`config.mk`:
```
export PLATFORM = sky130hd
export DESIGN_NAME = irq_prio_ctrl
export DESIGN_NICKNAME = d
export VERILOG_FILES = /design/src/rtl/irq_prio_pkg.sv /design/src/rtl/irq_line.sv /design/src/rtl/irq_arbiter.sv /design/src/rtl/irq_nest_stack.sv /design/src/rtl/irq_prio_ctrl.sv
export SDC_FILE = /design/constraint.sdc
export NUM_CORES = 1
export LEC_CHECK = 0
export BUFFER_PORTS_ARGS = -buffer_cell sky130_fd_sc_hd__buf_2
export CAP_MARGIN = 20
export CORE_MARGIN = 5
export CORE_UTILIZATION = 35
export DETAILED_ROUTE_END_ITERATION = 10
export GPL_TIMING_DRIVEN = 1
export PLACE_DENSITY = 0.5
export SETUP_SLACK_MARGIN = 0.5
export SLEW_MARGIN = 30
export SYNTH_ARGS = -nofsm -noshare
export SYNTH_HDL_FRONTEND = slang
export SYNTH_SLANG_ARGS = --single-unit
```
`constraint.sdc`:
```
create_clock -name clk -period 22.9 [get_ports clk]
set_clock_uncertainty 0.15 [all_clocks]
set_input_delay 1.145 -clock clk [delete_from_list [all_inputs] [get_ports clk]]
set_output_delay 1.145 -clock clk [all_outputs]
set_load 0.01 [all_outputs]
```
`src/rtl/irq_prio_pkg.sv`:
```
package irq_prio_pkg;

   typedef enum logic [1:0] {
      CFG_ENABLE = 2'd0,
      CFG_PRIO   = 2'd1,
      CFG_MASK   = 2'd2,
      CFG_VBASE  = 2'd3
   } cfg_op_e;

   localparam int unsigned EXC_W        = 8;
   localparam int unsigned MAX_EXT      = 240;
   localparam logic [7:0]  EXC_NMI      = 8'd2;
   localparam logic [7:0]  EXC_EXT_BASE = 8'd16;

endpackage

```
`src/rtl/irq_line.sv`:
```
module irq_line #(
   parameter int unsigned PRIO_BITS = 3
) (
   input  logic                 clk,
   input  logic                 rst_n,
   input  logic                 req_i,
   input  logic                 en_we_i,
   input  logic                 prio_we_i,
   input  logic                 en_val_i,
   input  logic [PRIO_BITS-1:0] prio_val_i,
   input  logic                 take_i,
   input  logic                 done_i,
   output logic                 pend_o,
   output logic                 en_o,
   output logic                 act_o,
   output logic [PRIO_BITS-1:0] prio_o
);

   always_ff @(posedge clk or negedge rst_n) begin
      if (!rst_n) begin
         pend_o <= 1'b0;
         en_o   <= 1'b0;
         act_o  <= 1'b0;
         prio_o <= '0;
      end else begin
         if (en_we_i)   en_o   <= en_val_i;
         if (prio_we_i) prio_o <= prio_val_i;
         // pending is latched from the level, never while this line's handler runs
         if (take_i)                 pend_o <= 1'b0;
         else if (req_i && !act_o)   pend_o <= 1'b1;
         if (take_i)      act_o <= 1'b1;
         else if (done_i) act_o <= 1'b0;
      end
   end

endmodule

```
`src/rtl/irq_arbiter.sv`:
```
module irq_arbiter #(
   parameter int unsigned NUM_IRQ = 8,
   parameter int unsigned LVL_W   = 5,
   parameter int unsigned IDX_W   = 3
) (
   input  logic [NUM_IRQ-1:0]            elig_i,
   input  logic [NUM_IRQ-1:0][LVL_W-1:0] lvl_i,
   output logic                          valid_o,
   output logic [IDX_W-1:0]              idx_o,
   output logic [LVL_W-1:0]              lvl_o
);

   logic             v_c [0:NUM_IRQ];
   logic [IDX_W-1:0] i_c [0:NUM_IRQ];
   logic [LVL_W-1:0] l_c [0:NUM_IRQ];

   assign v_c[0] = 1'b0;
   assign i_c[0] = '0;
   assign l_c[0] = '1;

   // ripple chain: a later line replaces the candidate only when strictly
   // more urgent, so ties settle on the lowest index
   for (genvar g = 0; g < NUM_IRQ; g++) begin : g_stage
      logic better;
      assign better     = elig_i[g] && (!v_c[g] || (lvl_i[g] < l_c[g]));
      assign v_c[g+1]   = v_c[g] | elig_i[g];
      assign i_c[g+1]   = better ? IDX_W'(g) : i_c[g];
      assign l_c[g+1]   = better ? lvl_i[g]  : l_c[g];
   end

   assign valid_o = v_c[NUM_IRQ];
   assign idx_o   = i_c[NUM_IRQ];
   assign lvl_o   = l_c[NUM_IRQ];

endmodule

```
`src/rtl/irq_nest_stack.sv`:
```
module irq_nest_stack #(
   parameter int unsigned DEPTH    = 9,
   parameter int unsigned ID_W     = 4,
   parameter int unsigned LVL_W    = 5,
   parameter int unsigned SP_W     = 4,
   parameter int unsigned IDLE_LVL = 9
) (
   input  logic             clk,
   input  logic             rst_n,
   input  logic             push_i,
   input  logic [ID_W-1:0]  push_id_i,
   input  logic [LVL_W-1:0] push_lvl_i,
   input  logic             pop_i,
   output logic [LVL_W-1:0] run_lvl_o,
   output logic [ID_W-1:0]  top_id_o,
   output logic [SP_W-1:0]  sp_o
);

   logic [SP_W-1:0]  sp_q;
   logic [ID_W-1:0]  id_w  [DEPTH];
   logic [LVL_W-1:0] lvl_w [DEPTH];

   for (genvar e = 0; e < DEPTH; e++) begin : g_ent
      logic [ID_W-1:0]  id_q;
      logic [LVL_W-1:0] lvl_q;
      always_ff @(posedge clk or negedge rst_n) begin
         if (!rst_n) begin
            id_q  <= '0;
            lvl_q <= '0;
         end else if (push_i && (sp_q == SP_W'(e))) begin
            id_q  <= push_id_i;
            lvl_q <= push_lvl_i;
         end
      end
      assign id_w[e]  = id_q;
      assign lvl_w[e] = lvl_q;
   end

   always_ff @(posedge clk or negedge rst_n) begin
      if (!rst_n)                          sp_q <= '0;
      else if (push_i)                     sp_q <= sp_q + SP_W'(1);
      else if (pop_i && (sp_q != '0))      sp_q <= sp_q - SP_W'(1);
   end

   always_comb begin
      top_id_o  = '0;
      run_lvl_o = LVL_W'(IDLE_LVL);
      for (int e = 0; e < DEPTH; e++) begin
         if (sp_q == SP_W'(e + 1)) begin
            top_id_o  = id_w[e];
            run_lvl_o = lvl_w[e];
         end
      end
   end

   assign sp_o = sp_q;

endmodule

```
`src/rtl/irq_prio_ctrl.sv`:
```
module irq_prio_ctrl
   import irq_prio_pkg::*;
#(
   parameter  int unsigned NUM_IRQ   = 8,
   parameter  int unsigned PRIO_BITS = 3,
   parameter  int unsigned ADDR_W    = 32,
   localparam int unsigned IDX_W     = (NUM_IRQ > 1) ? $clog2(NUM_IRQ) : 1
) (
   input  logic               clk,
   input  logic               rst_n,
   input  logic [NUM_IRQ-1:0] irq_i,
   input  logic               nmi_i,
   input  logic               ret_i,
   input  logic               cfg_we_i,
   input  logic [1:0]         cfg_op_i,
   input  logic [IDX_W-1:0]   cfg_idx_i,
   input  logic [ADDR_W-1:0]  cfg_wdata_i,
   output logic               take_o,
   output logic [EXC_W-1:0]   exc_num_o,
   output logic [ADDR_W-1:0]  vec_addr_o
);

   localparam int unsigned LVL_W    = PRIO_BITS + 2;
   localparam int unsigned IDLE_LVL = (1 << PRIO_BITS) + 1;
   localparam int unsigned DEPTH    = (1 << PRIO_BITS) + 1;
   localparam int unsigned SP_W     = $clog2(DEPTH + 1);
   localparam int unsigned ID_W     = IDX_W + 1;

   if (NUM_IRQ < 1 || NUM_IRQ > MAX_EXT) begin : g_bad_count
      $error("NUM_IRQ out of range");
   end
   if (PRIO_BITS < 3 || PRIO_BITS > 8) begin : g_bad_prio
      $error("PRIO_BITS must give 8 to 256 levels");
   end
   if (ADDR_W < 12 || ADDR_W > 64) begin : g_bad_addr
      $error("ADDR_W must hold base plus 4 x 255");
   end

   cfg_op_e cfg_op;
   assign cfg_op = cfg_op_e'(cfg_op_i);

   // global configuration
   logic              gmask_q;
   logic [ADDR_W-1:0] vbase_q;

   always_ff @(posedge clk or negedge rst_n) begin
      if (!rst_n) begin
         gmask_q <= 1'b0;
         vbase_q <= '0;
      end else if (cfg_we_i) begin
         if (cfg_op == CFG_MASK)  gmask_q <= cfg_wdata_i[0];
         if (cfg_op == CFG_VBASE) vbase_q <= {cfg_wdata_i[ADDR_W-1:2], 2'b00};
      end
   end

   // per-line state
   logic [NUM_IRQ-1:0]                line_pend, line_en, line_act;
   logic [NUM_IRQ-1:0]                line_take, line_done;
   logic [NUM_IRQ-1:0][PRIO_BITS-1:0] line_prio;
   logic [NUM_IRQ-1:0][LVL_W-1:0]     line_lvl;
   logic [NUM_IRQ-1:0]                line_elig;

   logic             take_now, pop_now, win_nmi, win_valid;
   logic [LVL_W-1:0] win_lvl, run_lvl;
   logic [ID_W-1:0]  top_id, push_id;
   logic [SP_W-1:0]  nest_sp;
   logic             top_is_nmi;
   logic             arb_valid;
   logic [IDX_W-1:0] arb_idx;
   logic [LVL_W-1:0] arb_lvl;

   for (genvar n = 0; n < NUM_IRQ; n++) begin : g_line
      logic sel;
      assign sel = cfg_we_i && (cfg_idx_i == IDX_W'(n));

      irq_line #(.PRIO_BITS(PRIO_BITS)) u_line (
         .clk       (clk),
         .rst_n     (rst_n),
         .req_i     (irq_i[n]),
         .en_we_i   (sel && (cfg_op == CFG_ENABLE)),
         .prio_we_i (sel && (cfg_op == CFG_PRIO)),
         .en_val_i  (cfg_wdata_i[0]),
         .prio_val_i(cfg_wdata_i[PRIO_BITS-1:0]),
         .take_i    (line_take[n]),
         .done_i    (line_done[n]),
         .pend_o    (line_pend[n]),
         .en_o      (line_en[n]),
         .act_o     (line_act[n]),
         .prio_o    (line_prio[n])
      );

      // level 0 is reserved for the non-maskable request
      assign line_lvl[n]  = LVL_W'(line_prio[n]) + LVL_W'(1);
      assign line_elig[n] = line_pend[n] && line_en[n] && !gmask_q;
      assign line_take[n] = take_now && !win_nmi && (arb_idx == IDX_W'(n));
      assign line_done[n] = pop_now && !top_is_nmi && (top_id[IDX_W-1:0] == IDX_W'(n));
   end

   irq_arbiter #(.NUM_IRQ(NUM_IRQ), .LVL_W(LVL_W), .IDX_W(IDX_W)) u_arb (
      .elig_i (line_elig),
      .lvl_i  (line_lvl),
      .valid_o(arb_valid),
      .idx_o  (arb_idx),
      .lvl_o  (arb_lvl)
   );

   // non-maskable request: edge detected, bypasses enables and mask
   logic nmi_prev_q, nmi_pend_q, nmi_act_q;

   assign win_nmi   = nmi_pend_q;
   assign win_valid = nmi_pend_q || arb_valid;
   assign win_lvl   = nmi_pend_q ? '0 : arb_lvl;
   assign take_now  = win_valid && (win_lvl < run_lvl) && !ret_i;
   assign pop_now   = ret_i && (nest_sp != '0);
   assign top_is_nmi = top_id[ID_W-1];
   assign push_id   = win_nmi ? {1'b1, {IDX_W{1'b0}}} : {1'b0, arb_idx};

   always_ff @(posedge clk or negedge rst_n) begin
      if (!rst_n) begin
         nmi_prev_q <= 1'b0;
         nmi_pend_q <= 1'b0;
         nmi_act_q  <= 1'b0;
      end else begin
         nmi_prev_q <= nmi_i;
         if (take_now && win_nmi)          nmi_pend_q <= 1'b0;
         else if (nmi_i && !nmi_prev_q)    nmi_pend_q <= 1'b1;
         if (take_now && win_nmi)          nmi_act_q  <= 1'b1;
         else if (pop_now && top_is_nmi)   nmi_act_q  <= 1'b0;
      end
   end

   irq_nest_stack #(
      .DEPTH   (DEPTH),
      .ID_W    (ID_W),
      .LVL_W   (LVL_W),
      .SP_W    (SP_W),
      .IDLE_LVL(IDLE_LVL)
   ) u_stack (
      .clk       (clk),
      .rst_n     (rst_n),
      .push_i    (take_now),
      .push_id_i (push_id),
      .push_lvl_i(win_lvl),
      .pop_i     (pop_now),
      .run_lvl_o (run_lvl),
      .top_id_o  (top_id),
      .sp_o      (nest_sp)
   );

   // outputs to the processor side
   logic [EXC_W-1:0] win_exc;
   assign win_exc = win_nmi ? EXC_NMI : (EXC_EXT_BASE + EXC_W'(arb_idx));

   always_ff @(posedge clk or negedge rst_n) begin
      if (!rst_n) begin
         take_o     <= 1'b0;
         exc_num_o  <= '0;
         vec_addr_o <= '0;
      end else begin
         take_o <= take_now;
         if (take_now) begin
            exc_num_o  <= win_exc;
            vec_addr_o <= vbase_q + (ADDR_W'(win_exc) << 2);
         end
      end
   end

endmodule


```
Word level (Yosys, flattened, before mapping)
Cells that the tools add are included.
{"block": "totals", "reg_bits": 207, "inputBits": 50, "out_inout_bits": 41, "elab_cells": 332}
{"block": "classes", "n_addsub": 12, "order_cmp": 8, "eq_ne": 33, "muxes": 72, "bitwise_logic": 7, "reduce_logical": 142}
{"cell": "$mux W5", "count": 18}
{"cell": "$logic_and A1 B1 Y1", "count": 88}
{"cell": "$mux W4", "count": 12}
{"cell": "$eq A3 B3 Y1 const B", "count": 12}
{"cell": "$reduce_bool A2 Y1", "count": 18}
{"cell": "$lt A4 B5 Y1", "count": 7}
{"cell": "$mux W1", "count": 35}
{"cell": "$add A3 B1 Y4 const B", "count": 8}
{"cell": "$add A32 B8 Y32", "count": 1}
{"cell": "$logic_not A1 Y1", "count": 20}
{"cell": "$eq A3 B2 Y1 const B", "count": 6}
{"cell": "$mux W3", "count": 6}
{"cell": "$eq A4 B3 Y1 const B", "count": 4}
{"cell": "$eq A3 B1 Y1 const B", "count": 3}
{"cell": "$logic_not A3 Y1", "count": 3}
{"cell": "$eq A4 B2 Y1 const B", "count": 2}
{"cell": "$eq A4 B4 Y1 const B", "count": 2}
{"cell": "$logic_or A1 B1 Y1", "count": 8}
{"cell": "$or A1 B1 Y1", "count": 7}
{"cell": "$add A5 B3 Y6 const A", "count": 1}
{"cell": "$mux W6", "count": 1}
{"cell": "$lt A5 B5 Y1", "count": 1}
{"cell": "$add A4 B1 Y4 const B", "count": 1}
{"cell": "$eq A2 B2 Y1 const B", "count": 2}
{"cell": "other kinds (7)", "count": 8}

Longest topological paths before layout
Gate-level depths: netlist of the first run.
{"block": "logic_depth", "ltp_word": 38, "depth_mapped": 70, "ltp_nobuf": 67}

By module
From an unflattened synthesis of the first run, not the netlist that was laid out.
{"block": "hier_totals", "hier_cells": 1160, "hier_area_um2": 11863.9}
{"mod": "irq_nest_stack", "n_inst": 1, "cells_each": 347, "area_per_inst_um2": 4202.8, "seq_area_each_um2": 2127.0}
{"mod": "irq_prio_ctrl", "n_inst": 1, "cells_each": 411, "area_per_inst_um2": 3888.7, "seq_area_each_um2": 1701.6}
{"mod": "irq_arbiter", "n_inst": 1, "cells_each": 282, "area_per_inst_um2": 2000.7, "seq_area_each_um2": 0.0}
{"mod": "irq_line", "n_inst": 8, "cells_each": 15, "area_per_inst_um2": 221.5, "seq_area_each_um2": 150.1}

Worst setup path after synthesis of the first run
OpenSTA, ideal clock, no wires.
{"block": "synth_path", "kind": "register to register", "from": "reg gmask_q", "to": "reg u_stack.g_ent[1].id_q[0]", "setup_time_ns": 0.125, "t_arrival_ns": 12.924, "required_time_ns": 22.625, "path_slack_ns": 9.701, "path_stages_with_launch": 66, "path_buffers": 3, "synth_period_minus_slack_ns": 13.199, "cell_sequence": "dfrtp_1 > buf_6 > inv_1 > nand3_1 > nor2_1 > ha_1 > o21ai_0 > or3_4 > o21ai_0 > mux2_2 > ha_1 > nor2b_1 > a21oi_1 > a31oi_1 > mux2_2 > ha_1 > and3_1 > a211oi_1 > [... 30 more ...] > and4_1 > a21o_1 > a21oi_1 > buf_2 > o21ai_0 > a21oi_2 > ha_1 > a21oi_1 > nor2b_1 > o21ai_0 > nand2_1 > a211o_1 > o41ai_4 > nor2_4 > inv_2 > and3_1 > buf_6 > mux2_4"}
{"block": "synth_between", "elab_chain_cells": 36, "elab_cells_between_ends": 66, "cone_classes": "8 x order compare; 17 x mux; 7 x bitwise; 34 x reduce/logical"}
{"item": "start: declaration", "line": "irq_prio_ctrl.sv:43", "text": "logic gmask_q;"}
{"item": "start signal: assignment", "line": "irq_prio_ctrl.sv:51", "text": "if (cfg_op == CFG_MASK) gmask_q <= cfg_wdata_i[0];"}
{"item": "$logic_not A1 Y1 *", "line": "irq_prio_ctrl.sv:94", "text": "assign line_elig[n] = line_pend[n] && line_en[n] && !gmask_q;"}
{"item": "$logic_and A1 B1 Y1", "line": "irq_prio_ctrl.sv:94"}
{"item": "$mux W5", "line": "irq_arbiter.sv:28", "text": "assign l_c[g+1] = better ? lvl_i[g] : l_c[g];"}
{"item": "$lt A4 B5 Y1", "line": "irq_arbiter.sv:25", "text": "assign better = elig_i[g] && (!v_c[g] || (lvl_i[g] < l_c[g]));"}
{"item": "$logic_or A1 B1 Y1", "line": "irq_arbiter.sv:25"}
{"item": "$logic_and A1 B1 Y1", "line": "irq_arbiter.sv:25"}
{"item": "$mux W5", "line": "irq_arbiter.sv:28"}
{"item": "$lt A4 B5 Y1", "line": "irq_arbiter.sv:25"}
{"item": "[... 20 more ...]"}
{"item": "$logic_or A1 B1 Y1", "line": "irq_arbiter.sv:25"}
{"item": "$logic_and A1 B1 Y1", "line": "irq_arbiter.sv:25"}
{"item": "$mux W5 *", "line": "irq_arbiter.sv:28"}
{"item": "$mux W5 *", "line": "irq_prio_ctrl.sv:112", "text": "assign win_lvl = nmi_pend_q ? '0 : arb_lvl;"}
{"item": "via u_stack.push_lvl_i[2]", "line": "irq_nest_stack.sv:12", "text": "input logic [LVL_W-1:0] push_lvl_i,"}
{"item": "$lt A5 B5 Y1 *", "line": "irq_prio_ctrl.sv:113", "text": "assign take_now = win_valid && (win_lvl < run_lvl) && !ret_i;"}
{"item": "$logic_and A1 B1 Y1 * (2 in a row)", "line": "irq_prio_ctrl.sv:113"}
{"item": "$logic_and A1 B1 Y1 *", "line": "irq_nest_stack.sv:30", "text": "end else if (push_i && (sp_q == SP_W'(e))) begin"}
{"item": "end signal: assignment", "line": "irq_nest_stack.sv:31", "text": "id_q <= push_id_i;"}
{"item": "end: declaration", "line": "irq_nest_stack.sv:24", "text": "logic [ID_W-1:0] id_q;"}
Mark *: on every way through the listed nets, which the timed path passes. The rest lies on a longest branch.
A chain may end at the register's enable or synchronous reset.

Worst setup path in the final report of the first run
{"block": "layout_path", "from": "reg gmask_q", "to": "reg u_stack.g_ent[1].id_q[1]"}
Same word-level chain as after synthesis.

==> impl_summary.log, run 1 <==
[metrics] run status: completed
[metrics] Critical R2R Capture: u_stack.g_ent[1].id_q[1]
[metrics] Via-to-Cell Ratio: 5.260
[metrics] Mean Syn Cell Area: 10.79 µm²
[metrics] maximum number of pins on one net before global-route repair: 78
[metrics] r2r worst-path depth: 62
[metrics] period utilization: 72.43%
[metrics] placer congestion estimate: 0.8387
[metrics] CTS Root Cell: clkbuf_16
[metrics] crit path buf inv count: 6
[metrics] leakage power of the design: 5.876 nW
[metrics] RSZ-0062 raised after global routing: no
[metrics] clock latency at the later pin of the worst-skew pair: 560 ps
[metrics] number of synthesized flops with an enable pin: 0
[metrics] maximum clock frequency: 60.29 MHz
[metrics] worst-case hold path end point: u_stack.g_ent[6].id_q[3]
[metrics] Resized cells post-CTS: 0
[metrics] final non-filler cell area: 12,750 µm²
[metrics] Worst Tran Pin Value: 954.4 ps
[metrics] number of global-route vias before repair: 8,144
[metrics] TNS Setup: 0 ps
[metrics] cell depth of the worst min-delay path: 2
[metrics] setup slack at placement: 6439 ps
[metrics] TritonCTS clock tree: built
[metrics] placed cell areas: 11,820 µm²
[metrics] cell with the largest stage delay on the worst path: a21oi_1
[metrics] dominant cell by count in the synthesized netlist: dfrtp_1
[metrics] startpoint of the lowest-slack register-to-register path: gmask_q
[metrics] main flop type after synthesis: dfrtp_1
[metrics] buffer levels on the longest clock path: 3
[metrics] Initial Utilization: 35.22%
[metrics] H-tree depth: 1
[metrics] area grow syn2layout: 15.58%
[metrics] share of async-settable or async-resettable flops after synthesis: 100.0%
[metrics] Antenna Violating Nets Remaining: 0
[metrics] YS warnings: 0
[metrics] Post-Synthesis Cell Area: 11,030 µm²
[metrics] proportion of netlist area held by the largest area contributor: 45.61%
[metrics] Critical Path Sink Type: flip-flop
[metrics] Overall Global Routing Usage: 16.12%
[metrics] number of setup buffers added after CTS: 0
[metrics] Pins Over Slew Limit: 0
[metrics] power density over the cells: 141.0 nW/µm²
[metrics] Final Hold Violating Endpoints: 0
[metrics] max-cap violations: 0
[metrics] final count of negative-setup-slack endpoints: 0
[metrics] wire length of the first global-routing pass: 46,590 µm
[metrics] DRC errors left: 0
[metrics] Die Ht: 187.5 µm
[metrics] filler cell count in the final layout: 3,067
[metrics] residual overflow from global routing: 0
[metrics] area of the die: 35,160 µm²
[metrics] share of the yosys chip area belonging to registers: 45.61%
[metrics] number of clock buffers inserted by TritonCTS: 26
[metrics] Tmin final: 16,590 ps
[metrics] Top Ports: 91
[metrics] count of antenna diodes in the layout: 0
[metrics] drt initial violations: 494
[metrics] data required time of the critical path: 23,190 ps
[metrics] worst path arrival time: 16,880 ps
[metrics] via count: 8,006
[metrics] kind of start point of the critical path: flip-flop
[metrics] Num Clock Sinks: 201
[metrics] peak supply drop: 0.08993 mV
[metrics] slack of the worst reg-to-reg path: 6310 ps
[metrics] final hold slack: 322.0 ps
[metrics] Gate Count Post-Synth: 1,022
[metrics] delay of the slowest critical-path stage: 650 ps
[metrics] most area-hungry cell type in the Yosys netlist: dfrtp_1
[metrics] worst max-slew margin expressed relative to the limit: 36.14%
[metrics] NumNets Final: 1,194
[metrics] WS Path Type: reg -> reg
[metrics] detailed placer's ending HPWL: 20,360 µm
[metrics] synthesized flop and latch total: 201
[metrics] most numerous cell types in the synthesized netlist: dfrtp_1 (201), mux2_2 (104), nand2_1 (95), o21ai_0 (90), ha_1 (40)
[metrics] Worst Min Path Start: u_stack.g_ent[6].id_q[3]
[metrics] crit-path leading delay family: compound AO/OA/AOI/OAI gates
[metrics] min-delay worst type: reg -> reg
[metrics] worst setup margin: 6314 ps
[metrics] initial antenna violation count: 1
[metrics] Unique masters post-synth: 83
[metrics] Avg WL per Cell: 18.66 µm
[metrics] quantity of I/O buffers inserted on ports: 84
[metrics] total iterations of the first detailed-routing run: 5
[metrics] clock-pin slew of the registers on the worst-case setup and hold paths: 60 ps
[metrics] total wire length: 28,400 µm
[metrics] share of cells above drive strength 1: 25.89%
[metrics] ranking of synthesized cells by area: dfrtp_1 (46%), mux2_2 (11%), ha_1 (4.5%), o21ai_0 (4.1%), mux2_4 (3.3%)
[metrics] Die X-Extent: 187.5 µm
[metrics] Row Count: 65
[metrics] maximum fanout encountered on the critical timing path: 59
[metrics] core area: 31,310 µm²
[metrics] number of hold buffers added after cts: 0
-- cell type report --
class                           count  area, µm²  share of cell area [%]
Multi-Input combinational cell    753       5680                   44.57
Sequential cell                   201       5030                   39.46
Clock buffer                       35      734.5                   5.762
Tap cell                          402      503.0                   3.946
Timing Repair Buffer               93      500.5                   3.927
Clock inverter                     10      192.7                   1.512
Inverter                           28      105.1                  0.8246
-- logic make-up (layout without fill, tap and decap cells) --
kind of cell / after synthesis / count (layout) / synth area share (%)
AO/OA/AOI/OAI: 240 / 240 / 14.49
adder cells (fa/ha/maj): 41 / 41 / 4.720
multiplexers: 149 / 149 / 15.96
buffers and inverters: 73 / 166 / 3.052
other: 1 / 6 / 0.03400
AND/OR/NAND/NOR: 278 / 278 / 13.04
XOR/XNOR: 39 / 39 / 3.097
flip-flops: 201 / 201 / 45.61
-- per-layer routing --
layer,track usage [%],vias to the layer above,share of wire (%)
li1,-,3861,-
met1,22.69,3954,47
met2,25.95,156,47
met3,3.313,33,4.3
met4,3.360,2,1.7
met5,0,-,0.046
-- worst max-delay path by stage --
stage / depth (start not counted) / endpoint / startpoint / slack (ps)
6_report: 62 / u_stack.g_ent[1].id_q[1] / gmask_q / 6310
5_1_grt: 63 / u_stack.g_ent[1].id_q[3] / gmask_q / 4800
4_1_cts: 63 / u_stack.g_ent[1].id_q[1] / gmask_q / 6410
3_5_place_dp: 63 / u_stack.g_ent[1].id_q[2] / gmask_q / 6440
3_3_place_gp: 63 / u_stack.g_ent[1].lvl_q[0] / gmask_q / 6870
2_1_floorplan: 65 / u_stack.g_ent[1].id_q[0] / gmask_q / 9700
-- layout by cell type (no fill, tap or decap), types with 27 or more instances in the layout --
cell type	count
a21oi_1	39
xor2_1	29
buf_2	83
dfrtp_1	201
nor2_1	39
ha_1	40
o21ai_0	90
nand2_1	95
inv_1	27
mux2_2	104
-- power breakdown --
group | internal [mW] | switching, mW
clock | 0.271 | 0.163
combinational | 0.322 | 0.475
sequential | 0.480 | 0.0866
total | 1.07 | 0.724
-- metrics by stage --
step | instances | util [%] | total power [mW]
CTS | 1522 | 40.71 | 1.821
floorplan | 1027 | - | 1.141
global route | 1522 | 40.71 | 1.939
detailed placement | 1477 | 37.75 | 1.375
global placement | 1477 | 37.73 | 1.363
finish | 1522 | 40.71 | 1.798
-- state kept, by name, summed over array words and instances, names as in the netlist, 4 cells and up --
signal / flops
exc_num_o: 4
vbase_q: 30
g_line.u_line.prio_o: 24
vec_addr_o: 30
g_line.u_line.pend_o: 8
u_stack.sp_o: 4
g_line.u_line.act_o: 8
u_stack.g_ent.id_q: 36
g_line.u_line.en_o: 8
u_stack.g_ent.lvl_q: 45
-- worst register-to-register path: cells and delay by family, from the launching register on --
kind                     cells  cell delay, ps
AO/OA/AOI/OAI               27            7590
adder cells (fa/ha/maj)      8            2370
buffers and inverters        6            1090
flip-flops                   1             470
multiplexers                 4            1440
AND/OR/NAND/NOR             17            3360
No activity file was read; power rests on OpenSTA's default activity.
==> inputs of run 2 (changes only) <==
--- a/config.mk
+++ b/config.mk
@@ -5,13 +5,14 @@
 export SDC_FILE = /design/constraint.sdc
 export NUM_CORES = 1
 export LEC_CHECK = 0
+export ABC_AREA = 1
 export BUFFER_PORTS_ARGS = -buffer_cell sky130_fd_sc_hd__buf_2
 export CAP_MARGIN = 20
 export CORE_MARGIN = 5
 export CORE_UTILIZATION = 35
 export DETAILED_ROUTE_END_ITERATION = 10
 export GPL_TIMING_DRIVEN = 1
-export PLACE_DENSITY = 0.5
+export PLACE_DENSITY = 0.52
 export SETUP_SLACK_MARGIN = 0.5
 export SLEW_MARGIN = 30
 export SYNTH_ARGS = -nofsm -noshare
==> constraint.sdc (replaced) <==
create_clock -name clk -period 14.9 [get_ports clk]
set_clock_uncertainty 0.15 [all_clocks]
set_input_delay 0.745 -clock clk [delete_from_list [all_inputs] [get_ports clk]]
set_output_delay 0.745 -clock clk [all_outputs]
set_load 0.01 [all_outputs]
==> impl_summary.log, run 2 <==
[metrics] worst path arrival time: 12,880 ps (was 16,880 ps)
[metrics] TritonCTS clock tree: built (unchanged)
[metrics] TNS Setup: 0 ps (unchanged)
[metrics] max-cap violations: 0 (unchanged)
[metrics] commonest cells after routing, fill and taps aside: nand2_1 (352), dfrtp_1 (201), inv_1 (94), o21ai_0 (89) (was dfrtp_1 (201), mux2_2 (104), nand2_1 (95), o21ai_0 (90), buf_2 (83))
[metrics] area of combinational cells with multiple inputs: 4927 µm² (was 5680 µm²)
[metrics] Mean Syn Cell Area: 8.430 µm² (was 10.79 µm²)
[metrics] Critical Path Sink Type: flip-flop (unchanged)
[metrics] power density over the cells: 210.8 nW/µm² (was 141.0 nW/µm²)
[metrics] Num Clock Sinks: 201 (unchanged)
[metrics] period utilization: 84.58% (was 72.43%)
[metrics] detailed placer's ending HPWL: 18,460 µm (was 20,360 µm)
[metrics] Antenna Violating Nets Remaining: 0 (unchanged)
[metrics] drt initial violations: 415 (was 494)
[metrics] kind of start point of the critical path: flip-flop (unchanged)
[metrics] combined flip-flop and latch cell area: 5030 µm² (unchanged)
[metrics] cell with the largest stage delay on the worst path: a31oi_1 (was a21oi_1)
[metrics] Die X-Extent: 183.6 µm (was 187.5 µm)
[metrics] final count of negative-setup-slack endpoints: 0 (unchanged)
[metrics] share of the yosys chip area belonging to registers: 47.69% (was 45.61%)
[metrics] clock-pin slew of the registers on the worst-case setup and hold paths: 60 ps (about the same)
[metrics] flip-flop count of the largest register after layout: 45 (unchanged)
[metrics] buffer levels on the longest clock path: 3 (unchanged)
[metrics] number of hold buffers added after cts: 0 (unchanged)
[metrics] peak supply drop: 0.1382 mV (was 0.08993 mV)
[metrics] CTS Root Cell: clkbuf_16 (unchanged)
[metrics] Final Hold Violating Endpoints: 0 (unchanged)
[metrics] most numerous cell on the critical path: o21ai_0
[metrics] register with the highest flop count: u_stack.g_ent.lvl_q (unchanged)
[metrics] Gate Count Post-Synth: 1,251 (was 1,022)
[metrics] Die Ht: 183.6 µm (was 187.5 µm)
[metrics] Avg WL per Cell: 14.87 µm (was 18.66 µm)
[metrics] share of cells above drive strength 1: 13.54% (was 25.89%)
[metrics] number of synthesized flops with an enable pin: 0 (unchanged)
[metrics] Post-Synthesis Cell Area: 10,550 µm² (was 11,030 µm²)
[metrics] NumNets Final: 1,425 (was 1,194)
[metrics] residual overflow from global routing: 0 (unchanged)
[metrics] proportion of netlist area held by the largest area contributor: 47.69% (was 45.61%)
[metrics] delay of the slowest critical-path stage: 510 ps (was 650 ps)
[metrics] Overall Global Routing Usage: 15.78% (was 16.12%)
[metrics] Via-to-Cell Ratio: 4.807 (was 5.260)
[metrics] maximum number of pins on one net before global-route repair: 72 (was 78)
[metrics] Unique masters post-synth: 46 (was 83)
[metrics] area of the die: 33,700 µm² (was 35,160 µm²)
[metrics] Worst Tran Pin Value: 784.6 ps (was 954.4 ps)
[metrics] biggest registers after layout: u_stack.g_ent.lvl_q (45), u_stack.g_ent.id_q (36) (unchanged)
[metrics] initial antenna violation count: 4 (was 1)
[metrics] synthesized flop and latch total: 201 (unchanged)
[metrics] Top Ports: 91 (unchanged)
[metrics] Initial Utilization: 35.49% (was 35.22%)
[metrics] leakage power of the design: 6.011 nW (was 5.876 nW)
[metrics] WS Path Type: reg -> reg (unchanged)
[metrics] most area-hungry cell type in the Yosys netlist: dfrtp_1 (unchanged)
[metrics] ranking of synthesized cells by area: dfrtp_1 (48%), nand2_1 (13%), ha_1 (4.7%), o21ai_0 (4.2%), o21ai_1 (4.0%) (was dfrtp_1 (46%), mux2_2 (11%), ha_1 (4.5%), o21ai_0 (4.1%), mux2_4 (3.3%))
[metrics] core area: 29,720 µm² (was 31,310 µm²)
[metrics] number of clock buffers inserted by TritonCTS: 25 (was 26)
[metrics] dominant cell by count in the synthesized netlist: nand2_1 (was dfrtp_1)
[metrics] Tmin final: 12,600 ps (was 16,590 ps)
[metrics] maximum clock frequency: 79.35 MHz (was 60.29 MHz)
[metrics] via count: 8,378 (was 8,006)
[metrics] YS warnings: 0 (unchanged)
[metrics] data required time of the critical path: 15,180 ps (was 23,190 ps)
[metrics] share of async-settable or async-resettable flops after synthesis: 100.0% (unchanged)
[metrics] quantity of I/O buffers inserted on ports: 84 (unchanged)
[metrics] filler cell count in the final layout: 3,030 (was 3,067)
[metrics] RSZ-0062 raised after global routing: no (unchanged)
[metrics] total wire length: 25,930 µm (was 28,400 µm)
[metrics] most common cell after layout, fill and taps aside: nand2_1 (was dfrtp_1)
[metrics] Resized cells post-CTS: 0 (unchanged)
[metrics] Power, Total: 2.562 mW (was 1.798 mW)
[metrics] clock latency at the later pin of the worst-skew pair: 540 ps (was 560 ps)
[metrics] Pins Over Slew Limit: 0 (unchanged)
[metrics] worst max-slew margin expressed relative to the limit: 47.50% (was 36.14%)
[metrics] maximum fanout encountered on the critical timing path: 11 (was 59)
[metrics] number of setup buffers added after CTS: 0 (unchanged)
[metrics] Row Count: 63 (was 65)
[metrics] area grow syn2layout: 15.23% (was 15.58%)
[metrics] number of global-route vias before repair: 8,432 (was 8,144)
[metrics] main flop type after synthesis: dfrtp_1 (unchanged)
[metrics] most numerous cell types in the synthesized netlist: nand2_1 (352), dfrtp_1 (201), inv_1 (94), o21ai_0 (89), o21ai_1 (84) (was dfrtp_1 (201), mux2_2 (104), nand2_1 (95), o21ai_0 (90), ha_1 (40))
[metrics] placer congestion estimate: 0.8509 (was 0.8387)
[metrics] wire length of the first global-routing pass: 44,330 µm (was 46,590 µm)
[metrics] min-delay worst type: in -> async (was reg -> reg)
[metrics] run status: completed (unchanged)
[metrics] DRC errors left: 0 (unchanged)
[metrics] total iterations of the first detailed-routing run: 5 (unchanged)
[metrics] H-tree depth: 1 (unchanged)
==> run 2: cell types whose count changed after synthesis, sizes merged, moves of 12 or more <==
cell,change
a21oi,+14
and2,-12
clkbuf,-14
inv,+69
mux2,-129
nand2,+268
nand3,+34
nor2,+43
nor2b,-22
o21ai,+76
==> run 2: per-layer routing <==
metal,up-vias,part of all wire (%),GRT usage (%)
met3,36,4.7,3.383
li1,4304,-,-
met2,119,45,25.25
met4,8,1.4,2.622
met5,-,0.19,0
met1,3911,49,22.48
==> run 2: layout make-up <==
type / count / area share (%)
Sequential cell: 201 / 41.39
Multi-Input combinational cell: 914 / 40.54
Clock buffer: 35 / 6.033
Timing Repair Buffer: 92 / 4.067
Tap cell: 390 / 4.015
Inverter: 100 / 3.109
Clock inverter: 10 / 0.8236
Antenna cell: 1 / 0.02059
==> run 2: through the flow <==
stage	cell area, µm²	utilization, %	instances	worst slack (ps)	hold WS, ps
after floorplan	10570	-	1256	4019	281.0
after global placement	11290	37.99	1695	2645	297.9
after detailed placement	11290	38.01	1696	2263	296.1
after CTS	12130	40.81	1741	2229	52.27
after global routing	12150	40.89	1742	937.6	81.96
final	12150	40.90	1743	2297	35.97
==> run 2: worst max-delay path: cells and delay by family (launching register included) <==
family / cells / cell delay, ps
AO/OA/AOI/OAI: 21 / 4080
XOR/XNOR: 1 / 140
adder cells (fa/ha/maj): 8 / 2350
buffers and inverters: 7 / 670
flip-flops: 1 / 500
AND/OR/NAND/NOR: 29 / 4550
==> run 2: cells by family after synthesis <==
| kind of cell | synth area share (%) |
|---|---|
| DFF | 47.69 |
| AOI/OAI and AO/OA | 13.06 |
| adders and majority gates | 4.935 |
| buffers and inverters | 5.944 |
| and+or+nand+nor | 23.76 |
| other | 0.03556 |
| xor gates and xnor gates | 3.073 |
| muxes | 1.495 |
==> run 2: final timing paths <==
check                                     startpoint                    endpoint  slack (ps)  cells past startpoint
min in group clk                               nmi_i                  nmi_prev_q         180                      1
hold reg to reg            u_stack.g_ent[2].lvl_q[4]   u_stack.g_ent[2].lvl_q[4]         310                      2
hold / removal                                 rst_n   u_stack.g_ent[2].lvl_q[4]          40                      1
setup reg to reg                             gmask_q              vec_addr_o[31]        2300                     66
setup / recovery                             gmask_q              vec_addr_o[31]        2300                     66
max in group asynchronous                      rst_n  g_line[5].u_line.prio_o[0]       12890                      3
==> run 2: power breakdown <==
group	switching [mW]	internal [mW]
clock	0.241	0.362
combinational	0.751	0.366
sequential	0.111	0.729
